**src/rtl/odg_pkg.sv**
```systemverilog
package odg_pkg;
  // Strobe bundle sent from control to datapath for one configuration write.
  typedef struct packed {
    logic wrStb;   // a valid write this cycle
    logic polBit;  // new polarity bit
    logic enBit;   // new opt-in bit
  } cfgStrobe_t;
endpackage

```
**src/rtl/odg_ctrl.sv**
```systemverilog
module odg_ctrl
  import odg_pkg::*;
#(
  parameter int NUM_CH       = 32,
  parameter int NUM_GRP      = 4,
  parameter int IDX_W        = 5,
  parameter bit DIS_ACT_HIGH = 1'b1
) (
  input  logic               clk,
  input  logic               rstN,
  input  logic [NUM_GRP-1:0] disIn,
  input  logic               wrEn,
  input  logic [IDX_W-1:0]   wrIdx,
  input  logic [1:0]         wrData,
  output cfgStrobe_t         cfgStb,
  output logic [IDX_W-1:0]   cfgIdx,
  output logic [NUM_GRP-1:0] grpActive
);
  logic [NUM_GRP-1:0] disNorm;
  logic [NUM_GRP-1:0] syncA;
  logic [NUM_GRP-1:0] syncB;
  logic [1:0]         age;

  // Convert to active-high before synchronising, so reset means "inactive".
  assign disNorm = DIS_ACT_HIGH ? disIn : ~disIn;

  for (genvar g = 0; g < NUM_GRP; g++) begin : g_sync
    always_ff @(posedge clk or negedge rstN) begin
      if (!rstN) begin
        syncA[g] <= 1'b0;
        syncB[g] <= 1'b0;
      end else begin
        syncA[g] <= disNorm[g];
        syncB[g] <= syncA[g];
      end
    end
  end

  assign grpActive = syncB;

  always_comb begin
    cfgStb.wrStb  = wrEn && (int'(wrIdx) < NUM_CH);
    cfgStb.polBit = wrData[0];
    cfgStb.enBit  = wrData[1];
    cfgIdx        = wrIdx;
  end

  // Counts edges since reset, stops at 3; used only to qualify checks.
  always_ff @(posedge clk or negedge rstN) begin
    if (!rstN)              age <= 2'd0;
    else if (age != 2'd3)   age <= age + 2'd1;
  end

  // the synchronised level is the normalised input from two edges back.
  p_sync_lat_r5: assert property (@(posedge clk) disable iff (!rstN)
    (age == 2'd3) |-> (grpActive == $past(disNorm, 2)));

  // a freshly synchronised bit was produced by the normalised input.
  p_sync_pol_r9: assert property (@(posedge clk) disable iff (!rstN)
    (age != 2'd0) |-> (syncA == $past(disNorm)));
endmodule

```
**src/rtl/odg_dpath.sv**
```systemverilog
module odg_dpath
  import odg_pkg::*;
#(
  parameter int NUM_CH   = 32,
  parameter int GRP_SIZE = 8,
  parameter int NUM_GRP  = 4,
  parameter int IDX_W    = 5
) (
  input  logic               clk,
  input  logic               rstN,
  input  cfgStrobe_t         cfgStb,
  input  logic [IDX_W-1:0]   cfgIdx,
  input  logic [NUM_GRP-1:0] grpActive,
  input  logic [NUM_CH-1:0]  chanIn,
  output logic [NUM_CH-1:0]  chanOut,
  output logic [NUM_CH-1:0]  forced
);
  logic [NUM_CH-1:0] polReg;
  logic [NUM_CH-1:0] enReg;
  logic [NUM_CH-1:0] forceNow;

  for (genvar i = 0; i < NUM_CH; i++) begin : g_ch
    localparam int GRP = i / GRP_SIZE;

    always_ff @(posedge clk or negedge rstN) begin
      if (!rstN) begin
        polReg[i] <= 1'b0;
        enReg[i]  <= 1'b0;
      end else if (cfgStb.wrStb && (cfgIdx == IDX_W'(i))) begin
        polReg[i] <= cfgStb.polBit;
        enReg[i]  <= cfgStb.enBit;
      end
    end

    assign forceNow[i] = enReg[i] & grpActive[GRP];

    always_ff @(posedge clk or negedge rstN) begin
      if (!rstN) begin
        chanOut[i] <= 1'b0;
        forced[i]  <= 1'b0;
      end else begin
        chanOut[i] <= forceNow[i] ? ~polReg[i] : chanIn[i];
        forced[i]  <= forceNow[i];
      end
    end

    // a forced channel sits at the inverse of the polarity it had.
    p_safe_level_r3: assert property (@(posedge clk) disable iff (!rstN)
      ($past(rstN) && forced[i]) |-> (chanOut[i] != $past(polReg[i])));

    // a channel not being forced follows its input one edge later.
    p_pass_thru_r2: assert property (@(posedge clk) disable iff (!rstN)
      ($past(rstN) && !forced[i]) |-> (chanOut[i] == $past(chanIn[i])));

    // forcing needs the opt-in bit and the group's active disable.
    p_forced_src_r8: assert property (@(posedge clk) disable iff (!rstN)
      ($past(rstN) && forced[i]) |-> ($past(enReg[i]) && $past(grpActive[GRP])));

    // a write to this channel loads both bits.
    p_cfg_load_r6: assert property (@(posedge clk) disable iff (!rstN)
      (cfgStb.wrStb && (cfgIdx == IDX_W'(i))) |=>
        ((polReg[i] == $past(cfgStb.polBit)) && (enReg[i] == $past(cfgStb.enBit))));
  end
endmodule

```
**src/rtl/out_disable_gate.sv**
```systemverilog
module out_disable_gate
  import odg_pkg::*;
#(
  parameter int NUM_CH       = 32,
  parameter int GRP_SIZE     = 8,
  parameter bit DIS_ACT_HIGH = 1'b1,
  localparam int NUM_GRP     = NUM_CH / GRP_SIZE,
  localparam int IDX_W       = (NUM_CH > 1) ? $clog2(NUM_CH) : 1
) (
  input  logic               clk,
  input  logic               rstN,
  input  logic [NUM_GRP-1:0] disIn,
  input  logic               wrEn,
  input  logic [IDX_W-1:0]   wrIdx,
  input  logic [1:0]         wrData,
  input  logic [NUM_CH-1:0]  chanIn,
  output logic [NUM_CH-1:0]  chanOut,
  output logic [NUM_CH-1:0]  forced
);
  cfgStrobe_t         cfgStb;
  logic [IDX_W-1:0]   cfgIdx;
  logic [NUM_GRP-1:0] grpActive;

  odg_ctrl #(
    .NUM_CH(NUM_CH), .NUM_GRP(NUM_GRP), .IDX_W(IDX_W), .DIS_ACT_HIGH(DIS_ACT_HIGH)
  ) u_ctrl (
    .clk(clk), .rstN(rstN), .disIn(disIn), .wrEn(wrEn), .wrIdx(wrIdx),
    .wrData(wrData), .cfgStb(cfgStb), .cfgIdx(cfgIdx), .grpActive(grpActive)
  );

  odg_dpath #(
    .NUM_CH(NUM_CH), .GRP_SIZE(GRP_SIZE), .NUM_GRP(NUM_GRP), .IDX_W(IDX_W)
  ) u_dpath (
    .clk(clk), .rstN(rstN), .cfgStb(cfgStb), .cfgIdx(cfgIdx),
    .grpActive(grpActive), .chanIn(chanIn), .chanOut(chanOut), .forced(forced)
  );
endmodule

```
**config.mk**
```make
export PLATFORM = sky130hd
export DESIGN_NAME = out_disable_gate
export DESIGN_NICKNAME = d
export VERILOG_FILES = /design/src/rtl/odg_pkg.sv /design/src/rtl/odg_ctrl.sv /design/src/rtl/odg_dpath.sv /design/src/rtl/out_disable_gate.sv
export SDC_FILE = /design/constraint.sdc
export NUM_CORES = 1
export LEC_CHECK = 0
export BUFFER_PORTS_ARGS = -buffer_cell sky130_fd_sc_hd__buf_2
export CAP_MARGIN = 20
export CORE_MARGIN = 4
export CORE_UTILIZATION = 33
export DETAILED_ROUTE_END_ITERATION = 7
export PLACE_DENSITY_LB_ADDON = 0.1
export SLEW_MARGIN = 25
export SYNTH_ARGS = -nofsm -noshare
export SYNTH_HDL_FRONTEND = slang
export SYNTH_SLANG_ARGS = --single-unit
```
**constraint.sdc**
```tcl
create_clock -name clk -period 1.2 [get_ports clk]
set_input_delay 0 -clock clk [delete_from_list [all_inputs] [get_ports clk]]
set_output_delay 0 -clock clk [all_outputs]
set_load 0.01 [all_outputs]
```
# == Yosys cells after proc, flatten, opt, wreduce, memory -nomap -nowiden ==
# Index checks and enable logic that the tools add are counted.
# op_classes
n_eq_ne,31
muxes,32
bitwise_logic,64
n_reduce_logical,33
# op_table
op,n
$eq 5x5->1 const B,16
$eq 5x4->1 const B,8
$and 1x1->1,32
$logic_and 1x1->1,32
$mux 1,32
$not 1->1,32
$eq 5x3->1 const B,4
$eq 5x2->1 const B,2
$eq 5x1->1 const B,1
$logic_not 5->1,1
# word_totals
ff_bits,136
input_bits,46
out_inout_bits,64
elab_cells,296

# == Longest topological paths before layout ==
# Gate-level depths: netlist of the first run.
# depth
depth_word,2
ltp_mapped,4
mapped_depth_nobuf,3

# == Modules after synthesis ==
# Synthesis of the first run repeated with hierarchy kept, for this count alone.
# unflattened
hier_cells,394
hier_area_um2,5083.6
# by_module_without_submodules
mod,instances,cells_each,area_per_inst_um2,seq_area_each_um2
odg_dpath,1,378,4823.4,3203.1
odg_ctrl,1,16,260.2,200.2

# == Worst setup path before layout of the first run ==
# OpenSTA, ideal clock, no wires.
# synth_timing
path_kind,input-to-reg
start,in wrIdx[0]
end,reg u_dpath.enReg[11]
setup_ns,0.125
arrival_ns,0.909
t_required_ns,1.075
slack_ns,0.166
stages,4
n_path_buf,1
path_cell_list,buf_4 -> nand2_1 -> and2b_4 -> mux2_4
# synth_between
elab_chain_len,2
# synth_lines
element,line_no,source
from (decl),out_disable_gate.sv:14,"input logic [IDX_W-1:0] wrIdx,"
$eq 5x4->1,odg_dpath.sv:29,end else if (cfgStb.wrStb && (cfgIdx == IDX_W'(i))) begin
$logic_and 1x1->1,odg_dpath.sv:29,
"to (signal, indexed assignment)",odg_dpath.sv:31,enReg[i] <= cfgStb.enBit;
to (decl),odg_dpath.sv:19,logic [NUM_CH-1:0] enReg;
# Every way passes these cells.
# A chain may end at the register's enable or synchronous reset.

# == Worst setup path in the final report of the first run ==
# layout_timing
start,"reg u_ctrl.syncB[0], in the netlist u_ctrl.grpActive[0]"
end,reg u_dpath.chanOut[1]
# layout_between
elab_chain_len,2
# layout_lines
element,line_no,source
from (decl),odg_ctrl.sv:21,logic [NUM_GRP-1:0] syncB;
"from (signal, indexed assignment)",odg_ctrl.sv:34,syncB[g] <= syncA[g];
$and 1x1->1,odg_dpath.sv:35,assign forceNow[i] = enReg[i] & grpActive[GRP];
$mux 1,odg_dpath.sv:42,chanOut[i] <= forceNow[i] ? ~polReg[i] : chanIn[i];
"to (signal, indexed assignment)",odg_dpath.sv:42,
to (decl),odg_dpath.sv:15,"output logic [NUM_CH-1:0] chanOut,"
# Every way passes these cells.

==> results.txt, run 1 <==
----------------------------------------------------
[Critical path]
  Worst Reg-to-Reg Cells ... 2
  Critical Path RT ... 1.51 ns
  Crit end category ... flip-flop
  R2r startpoint ... u_ctrl.grpActive[0]
  Critical Setup Path Class ... flip-flop to flip-flop
  Crit path arrival time ... 1.38 ns
  Destination of the worst register-to-register timing path ... u_dpath.chanOut[1]
  Crit path capture ... u_dpath.chanOut[1]
  Launch point of the critical path ... u_ctrl.grpActive[0]
  Worst-path fanout max ... 8
  Register-to-register setup slack ... 0.14 ns
  Critical Path Source Type ... flip-flop

[Route]
  Mean routed wirelength per cell ... 15.18 um
  Detailed-route DRC error count ... 0
  Number of iterations in the first detailed-routing pass ... 4
  DRT antenna net count ... 0
  Vias per cell ... 4.409
  Number of DRC violations after detailed-routing iteration 0 ... 110
  Total Routed Length ... 11370 um
  Overall via count from detail_route ... 3302

[Synth]
  Register area share after synthesis ... 67.71%
  Post-Synthesis Cell Area ... 5026 um2
  Synthesis Warnings ... 0
  Flip-flop cell with the highest count after synthesis ... dfrtp_1
  Number of enable flip-flop cells after synthesis ... 0
  Synthesized Nets ... 432
  Yosys reg bits ... 136
  Most used standard cells in the synthesized netlist ... dfrtp_1, nand2_1, mux2_2
  Top cell type's share of synthesized area ... 67.71%
  Most numerous cell in the Yosys netlist ... dfrtp_1
  Share of synthesized flip-flops with an asynchronous set or reset ... 100.0%
  Cells after synthesis ... 386
  Avg Inst Size Synth ... 13.02 um2
  Number of distinct library cells after synthesis ... 20
  Post-synthesis cell type with the largest combined area ... dfrtp_1
  Top cells by area, synth ... dfrtp_1, mux2_2, nand2_1, o21ai_0, inv_1

[Placed design]
  Pre-CTS worst setup slack ... -0.06852 ns
  DP Wirelength ... 7715 um
  Input/output buffers ... 109
  Placed Area ... 5891 um2
  Placed Instances ... 680
  RD Place Congestion ... 0.7085

[Power and ir drop]
  Relative contribution of the clock network to total power ... 41.5%
  P_leak ... 3.564 nW
  Portion of total power attributed to sequential cells ... 46.1%
  Net Switching ... 0.002939 W
  Internal power ... 0.009131 W
  PwrDens ... 1766 nW/um2
  Combinational share of power ... 12.4%
  Worst supply voltage drop on vdd ... 0.9345 mV
  Sw frac ... 24.35%

[Clocking]
  Clock root buffer ... clkbuf_16
  H-tree levels ... 4
  Clock latency on the worst-skew pair ... 0.42 ns
  Post-CTS Hold Buffers ... 37
  Number of gates given a new drive strength after cts ... 0
  Post-CTS repair timing setup buffer count ... 0
  Total CTS buffers ... 17
  CTS Buffer Depth ... 2
  Number of sinks driven by the clock tree ... 136
  CTS clk-pin slew, worst paths ... 0.06 ns
  TritonCTS clock tree ... built

[Floorplanning]
  Number of standard-cell rows in the floorplan ... 44
  Initial Util ... 34.19%
  Die extent in x ... 131.4 um
  Placeable core region ... 14700 um2
  Die H ... 131.4 um
  Number of top-level pins ... 110
  Die outline area ... 17270 um2

[STA]
  Unrepaired setup endpoints after global routing ... false
  Actual slew at the worst max-slew pin ... 0.6420 ns
  Final Hold Viols ... 0
  Post-layout worst setup margin ... 0.1360 ns
  Maximum operating frequency ... 939.8 MHz
  Final-report setup violation count ... 0
  Setup skew after layout ... 0.004316 ns
  Ratio of final minimum period to clock period ... 88.67%
  Max-slew violation count ... 0
  Final hold slack ... 0.05464 ns
  Worst slew slack as a fraction of its limit ... 57.20%
  Final critical delay including setup and external delays ... 1.064 ns

[GRT]
  Total global routing overflow ... 0
  Antenna violations before repair ... 1
  Number of global-route vias before repair ... 3608
  Total routing usage reported by global routing ... 14.16%
  Pin count of the biggest net entering global routing ... 41
  First-pass GRT wire length ... 19040 um

[Run status]
  Result of the run ... finished, final reports clean

[Layout]
  Layout cells sized above 1 ... 40.53%
  Final cell utilization of the core ... 46.49%
  Area grow syn2layout ... 35.97%
  Final net count ... 598
  Post-layout instance area ... 6834 um2
  Final instance count without filler cells ... 749
  Number of antenna repair diodes ... 0

[Hold path]
  Worst Hold Class ... input port to flip-flop

[Run]
  Max-cap viol count ... 0

----------------------------------------------------
## worst min-delay path by stage
| stage | startpoint | end | cells after the start |
|---|---|---|---|
| after global placement | rstN | u_dpath.forced[7] | 1 |
| after floorplan | rstN | u_ctrl.grpActive[0] | 0 |
| after CTS | wrIdx[1] | u_dpath.enReg[12] | 3 |
| after global routing | wrIdx[1] | u_dpath.enReg[12] | 3 |
| final | wrIdx[1] | u_dpath.enReg[12] | 3 |
| after detailed placement | rstN | u_dpath.forced[7] | 1 |
## layer usage
metal  vias up  wire (um)  track usage, %
met5         -          7               0
met4         2        172           5.426
met3        18        624           5.581
met2        78       5300           21.95
met1      1617       5267           17.95
li1       1587          -               -
## layout by cell type (no fill, tap or decap), drive strengths merged
| cell type | netlist | routed |
|---|---|---|
| nor4b | 1 | 1 |
| mux2 | 64 | 64 |
| clkbuf | 10 | 19 |
| nor2 | 13 | 13 |
| nand4 | 1 | 1 |
| nand2 | 77 | 77 |
| nand2b | 2 | 2 |
| buf | 2 | 122 |
| dlygate4sd3 | 0 | 37 |
| o21ai | 32 | 32 |
| inv | 32 | 32 |
| bufinv | 0 | 2 |
| and4bb | 3 | 3 |
| clkinv | 0 | 8 |
| and2b | 2 | 2 |
| dfrtp | 136 | 136 |
| nor3 | 4 | 4 |
| clkinvlp | 0 | 3 |
| nand4b | 3 | 3 |
| nor2b | 4 | 4 |
## flip-flops by register name, summed over array words and instances, names as in the netlist
register	count
u_dpath.enReg	32
u_ctrl.syncA	4
u_ctrl.grpActive	4
u_dpath.forced	32
u_dpath.polReg	32
u_dpath.chanOut	32
## cells by family after synthesis
kind of cell           synth area share [%]
muxes                                 14.79
AOI/OAI and AO/OA                     3.186
DFF                                   67.71
and+or+nand+nor                       10.88
buffers and inverters                 3.435
## worst max-delay path, cell delays in order (launching register included)
cell,delay (ns)
dfrtp_1,0.53
nand2_1,0.16
o21ai_0,0.26
## power groups by stage
stage / combinational [W] / clock, W / sequential (W)
detailed placement: 0.00144 / 0 / 0.00565
global placement: 0.00141 / 0 / 0.00564
finish: 0.00150 / 0.00501 / 0.00556
CTS: 0.00154 / 0.00518 / 0.00558
floorplan: 0.000689 / 0 / 0.00569
global route: 0.00168 / 0.00538 / 0.00564
## per-stage QoR
stage,total power [W],setup TNS (ns)
floorplan,0.006381,0
global placement,0.007048,-0.1034
detailed placement,0.007088,-0.2635
CTS,0.01229,0
global route,0.01271,0
finish,0.01207,0
## layout make-up
type | count | area, um2
clock inverter | 13 | 130.1
timing repair buffer | 159 | 1057
tap | 184 | 230.2
clock buffer | 19 | 442.9
fill | 1385 | 7865
multi-input combinational | 206 | 1450
sequential | 136 | 3403
inverter | 32 | 120.1
No activity file was read; power rests on OpenSTA's default activity.
==> run 2: changes to the inputs <==
- PLACE_DENSITY: default -> 0.6
- PLACE_DENSITY_LB_ADDON: 0.1 -> default
==> run 2 against run 1 <==
Non-clock buffer count increased by 5. Sequential cell count did not move. Setup slack better by 0.11 ns. Count of clock-buffer cells in the layout up 2. Clock power is 11% higher. Combinational power barely moved. Core utilization up 0.71 points. Fmax is 12% higher. Global-route usage decreased by 0.085 points. Die area is the same. Final cell count increased by 0.67%. Critical endpoint is now u_dpath.chanOut[10].
==> results.txt, run 2 (synthesis results as in run 1) <==
----------------------------------------------------
[Critical path]
  Worst Reg-to-Reg Cells ... 3
  Crit path arrival time ... 1.23 ns
  Most frequent cell on the critical path ... nand2_1
  Destination of the worst register-to-register timing path ... u_dpath.chanOut[10]
  Critical Path RT ... 1.48 ns
  Register-to-register setup slack ... 0.25 ns
  Series of cell instances along the critical path ... nand2_1, nand2_1, o21ai_0
  R2r startpoint ... u_ctrl.grpActive[1]
  Worst-path fanout max ... 8
  Crit-path max cell delay ... 0.51 ns
  Critical Path Source Type ... flip-flop
  Crit end category ... flip-flop
  Crit-path slowest cell ... dfrtp_1
  Critical Setup Path Class ... flip-flop to flip-flop

[Floorplanning]
  Initial Util ... 34.19%
  Die extent in x ... 131.4 um
  Die H ... 131.4 um
  Die outline area ... 17270 um2
  Placeable core region ... 14700 um2
  Number of top-level pins ... 110
  Number of standard-cell rows in the floorplan ... 44

[GRT]
  Number of global-route vias before repair ... 3676
  First-pass GRT wire length ... 19260 um
  Total routing usage reported by global routing ... 14.07%
  Antenna violations before repair ... 0
  Total global routing overflow ... 0
  Pin count of the biggest net entering global routing ... 46

[Clocking]
  H-tree levels ... 4
  Number of sinks driven by the clock tree ... 136
  Total CTS buffers ... 17
  TritonCTS clock tree ... built
  CTS clk-pin slew, worst paths ... 0.06 ns
  Clock root buffer ... clkbuf_16
  Clock latency on the worst-skew pair ... 0.42 ns
  CTS Buffer Depth ... 2

[Layout]
  Number of antenna repair diodes ... 0
  Area used by multi-input combinational logic ... 1450 um2
  Filler cells ... 1296
  Layout cells sized above 1 ... 41.05%
  Post-layout instance area ... 6939 um2
  Commonest cells after routing, fill and taps aside ... dfrtp_1, buf_2, nand2_1, mux2_2, dlygate4sd3_1
  Final net count ... 603
  Final cell utilization of the core ... 47.21%
  Register area ... 3403 um2
  Area grow syn2layout ... 38.06%
  Leading cell type in the layout, fill and taps excluded ... dfrtp_1

[STA]
  Max-slew violation count ... 0
  Final-report setup violation count ... 0
  Maximum operating frequency ... 1052 MHz
  Actual slew at the worst max-slew pin ... 0.6711 ns
  Worst slew slack as a fraction of its limit ... 55.26%
  Final Hold Viols ... 0
  Unrepaired setup endpoints after global routing ... false
  Post-layout worst setup margin ... 0.2495 ns
  Final critical delay including setup and external delays ... 0.9505 ns
  Ratio of final minimum period to clock period ... 79.21%
  Setup skew after layout ... 0.01775 ns

[Power and ir drop]
  Total power draw ... 0.01264 W
  P_leak ... 3.615 nW
  PwrDens ... 1822 nW/um2
  Worst supply voltage drop on vdd ... 0.8895 mV

[Route]
  Number of iterations in the first detailed-routing pass ... 4
  Detailed-route DRC error count ... 0
  Number of DRC violations after detailed-routing iteration 0 ... 169
  Vias per cell ... 4.419
  Mean routed wirelength per cell ... 14.94 um
  Overall via count from detail_route ... 3332
  Total Routed Length ... 11260 um
  DRT antenna net count ... 0

[Run status]
  Result of the run ... finished, final reports clean

[Placed design]
  RD Place Congestion ... 0.7168
  Pre-CTS worst setup slack ... -0.06713 ns
  DP Wirelength ... 7806 um
  Placed Area ... 5928 um2
  Input/output buffers ... 109

[Run]
  Max-cap viol count ... 0

[Hold path]
  Worst Hold Class ... input port to asynchronous set/reset pin

----------------------------------------------------
## run 2: cell count changes in the layout (fill, tap and decap cells not counted)
cell,delta
clkbuf_8,+2
clkinv_2,-4
buf_4,+5
bufinv_16,+2
## run 2: worst max-delay path by stage
stage / startpoint / to / cells past startpoint
floorplan: wrIdx[0] / u_dpath.enReg[11] / 4
global placement: wrIdx[1] / u_dpath.enReg[13] / 5
detailed placement: wrIdx[1] / u_dpath.enReg[13] / 5
CTS: u_ctrl.grpActive[1] / u_dpath.chanOut[11] / 3
global route: u_ctrl.grpActive[3] / u_dpath.chanOut[28] / 3
finish: u_ctrl.grpActive[1] / u_dpath.chanOut[10] / 3
## run 2: layer usage
| layer | track usage (%) | wire length [um] | part of all wire, % |
|---|---|---|---|
| met5 | 0 | 0 | 0 |
| met4 | 4.901 | 117 | 1.0 |
| met3 | 4.893 | 555 | 4.9 |
| met2 | 22.15 | 5393 | 48 |
| met1 | 18.19 | 5195 | 46 |
## run 2: metrics by stage
step / TNS, ns / cells / hold slack, ns
2_1_floorplan: 0 / 386 / -0.2956
3_3_place_gp: -0.2956 / 685 / -0.06779
3_5_place_dp: -0.5187 / 685 / -0.06286
4_1_cts: 0 / 754 / 0.05536
5_1_grt: 0 / 754 / 0.09962
6_report: 0 / 754 / 0.07671
## run 2: critical path, delay by kind of cell, from the launching register on
| family | cells | cell delay (ns) |
|---|---|---|
| compound gates | 1 | 0.08 |
| flops | 1 | 0.51 |
| simple gates | 2 | 0.21 |
## run 2: power by group
group / total [W] / switching, W / internal (W) / leakage, nW
Clock: 0.00555 / 0.00191 / 0.00364 / 0.305
Combinational: 0.00151 / 0.000734 / 0.000780 / 1.60
Sequential: 0.00558 / 0.000307 / 0.00527 / 1.71
Total: 0.0126 / 0.00295 / 0.00969 / 3.62
## run 2: layout make-up
| class | count | area share [%] |
|---|---|---|
| clock buffer | 21 | 6.780 |
| inverter | 32 | 1.731 |
| clock inverter | 11 | 2.452 |
| tap | 184 | 3.318 |
| timing repair buffer | 164 | 15.78 |
| sequential | 136 | 49.04 |
| multi-input combinational | 206 | 20.90 |
## run 2: repair_timing
| action | CTS | global route |
|---|---|---|
| endpoints found under the hold margin | 172 | 0 |
| setup buffers | 0 | 0 |
| gates resized for setup | 0 | 0 |
| hold buffers | 37 | 0 |
==> run 3: changes to the inputs <==
- PLACE_DENSITY: 0.6 -> 0.62
- clock period: 1.2 -> 0.86 ns (I/O delays scaled with it)
==> run 3 against run 2 <==
The flow now finishes with violations (negative setup slack). Sequential power grew 43%. Core utilization grew 3.4 points. Non-clock buffer count grew 11. Hold slack lost 0.039 ns. Routed wire length grew 0.75%. Setup slack lost 0.33 ns. Clock power grew 33%. Sequential cell count is the same. Critical endpoint is now chanOut[20]. Largest power group unchanged.
==> results.txt, run 3 (synthesis results as in run 1) <==
----------------------------------------------------
[Run status]
  Result of the run ... finished, violations left
  Failing checks ... negative setup slack

[Critical path]
  CP bufs+invs ... 1
  Critical Path RT ... 0.86 ns
  Register-to-register setup slack ... -0.01 ns
  R2r startpoint ... u_ctrl.grpActive[2]
  Launch point of the critical path ... u_dpath.chanOut[20]
  Series of cell instances along the critical path ... buf_2
  Crit-path slowest cell ... dfrtp_1
  Crit-path max cell delay ... 0.38 ns
  Worst Reg-to-Reg Cells ... 4
  Destination of the worst register-to-register timing path ... u_dpath.forced[19]
  Crit path arrival time ... 0.94 ns
  Category of cells accounting for the largest share of critical-path delay ... flip-flops
  Worst-path fanout max ... 1
  Critical Setup Path Class ... flip-flop to output port
  Crit end category ... output port
  Critical Path Source Type ... flip-flop

[Layout]
  Final instance count without filler cells ... 765
  Area grow syn2layout ... 47.90%
  Layout cells sized above 1 ... 53.53%
  Commonest cells after routing, fill and taps aside ... dfrtp_1, buf_2, mux2_2, dlygate4sd3_1, nand2_1
  Final net count ... 614
  Filler cells ... 1259
  Final cell utilization of the core ... 50.57%
  Number of antenna repair diodes ... 0
  Leading cell type in the layout, fill and taps excluded ... dfrtp_1

[Route]
  Vias per cell ... 4.442
  Total Routed Length ... 11350 um
  Overall via count from detail_route ... 3398
  Number of DRC violations after detailed-routing iteration 0 ... 121
  DRT antenna net count ... 0
  Mean routed wirelength per cell ... 14.83 um
  Number of iterations in the first detailed-routing pass ... 4
  Detailed-route DRC error count ... 0

[Clocking]
  Total CTS buffers ... 17
  CTS Buffer Depth ... 2
  Clock root buffer ... clkbuf_16
  Clock latency on the worst-skew pair ... 0.41 ns
  CTS clk-pin slew, worst paths ... 0.05 ns
  TritonCTS clock tree ... built
  H-tree levels ... 4
  Number of sinks driven by the clock tree ... 136

[Placed design]
  Input/output buffers ... 109
  DP Wirelength ... 7816 um
  Placed Instances ... 694
  RD Place Congestion ... 0.7094

[Floorplanning]
  Initial Util ... 34.19%
  Placeable core region ... 14700 um2
  Number of top-level pins ... 110
  Number of standard-cell rows in the floorplan ... 44
  Die H ... 131.4 um
  Die outline area ... 17270 um2
  Die extent in x ... 131.4 um

[Power and ir drop]
  Net Switching ... 0.004281 W
  PwrDens ... 2403 nW/um2
  Sw frac ... 23.97%
  Combinational share of power ... 14.0%
  Internal power ... 0.01358 W
  Worst supply voltage drop on vdd ... 1.277 mV
  Relative contribution of the clock network to total power ... 41.3%
  P_leak ... 3.882 nW
  Portion of total power attributed to sequential cells ... 44.6%

[STA]
  Unrepaired setup endpoints after global routing ... true
  Final Hold Viols ... 0
  Worst slew slack as a fraction of its limit ... 56.68%
  Final critical delay including setup and external delays ... 0.9402 ns
  Actual slew at the worst max-slew pin ... 0.6498 ns
  Post-layout worst setup margin ... -0.08021 ns
  Maximum operating frequency ... 1064 MHz
  Final-report setup violation count ... 69
  Max-slew violation count ... 0
  Setup skew after layout ... 0.005102 ns
  Ratio of final minimum period to clock period ... 109.3%

[Hold path]
  Worst Hold Class ... input port to asynchronous set/reset pin

[GRT]
  Total routing usage reported by global routing ... 13.96%
  Total global routing overflow ... 0
  Number of global-route vias before repair ... 3668
  Antenna violations before repair ... 0
  First-pass GRT wire length ... 18960 um
  Pin count of the biggest net entering global routing ... 37

[Run]
  Max-cap viol count ... 0

----------------------------------------------------
[run 3: metal layers]
metal	wire [um]	track usage [%]	share of wire, %	vias up
met4	221	6.068	1.9	0
met5	0	0	0	-
met1	5136	17.69	45	1680
met3	513	4.434	4.5	17
met2	5473	22.09	48	76
li1	-	-	-	1625
[run 3: repair_timing]
| item | CTS | global route |
|---|---|---|
| buffers inserted | 1 | 1 |
| gates resized for setup | 57 | 60 |
| endpoints found under the hold margin | 172 | 0 |
| pin swaps | 9 | 22 |
| setup endpoints to repair | 97 | 95 |
| hold buffers | 37 | 0 |
[run 3: worst max path at each step]
stage / end / slack (ns) / cells past startpoint
finish: chanOut[20] / -0.08 / 1
global route: chanOut[20] / -0.11 / 1
CTS: chanOut[20] / -0.11 / 1
detailed placement: u_dpath.enReg[24] / -0.30 / 5
global placement: u_dpath.enReg[24] / -0.27 / 5
floorplan: u_dpath.enReg[3] / -0.08 / 3
[run 3: cell type report]
class                      count  area (um2)  area share (%)
multi-input combinational    206        1833           24.66
tap                          184       230.2           3.097
timing repair buffer         175        1234           16.60
clock inverter                 8       117.6           1.582
inverter                      32       120.1           1.616
sequential                   136        3407           45.83
clock buffer                  24       491.7           6.615
[run 3: worst reg2reg max path, stage by stage, from the launching register on]
cell	delay (ns)
dfrtp_1	0.42
buf_12	0.17
nand2_8	0.07
buf_6	0.09
inv_2	0.02
[run 3: metrics by stage]
step                      hold WS (ns)  total power, W  cell area, um2  worst slack [ns]  TNS [ns]
after floorplan                -0.2956        0.009018            5160          -0.07916    -1.849
after global placement        -0.09836        0.009979            6130           -0.2744    -16.35
after detailed placement      -0.09408         0.01008            6130           -0.3028    -17.59
after CTS                      0.02984         0.01792            7267           -0.1107    -4.349
after global routing           0.04302         0.01873            7433           -0.1135    -6.060
final                          0.03756         0.01786            7433          -0.08021    -2.729
[run 3: power groups by stage]
| stage | Combinational (W) | Sequential [W] | Clock, W |
|---|---|---|---|
| floorplan | 0.00107 | 0.00795 | 0 |
| global placement | 0.00210 | 0.00788 | 0 |
| detailed placement | 0.00218 | 0.00790 | 0 |
| CTS | 0.00243 | 0.00790 | 0.00759 |
| global route | 0.00276 | 0.00807 | 0.00790 |
| finish | 0.00251 | 0.00797 | 0.00739 |
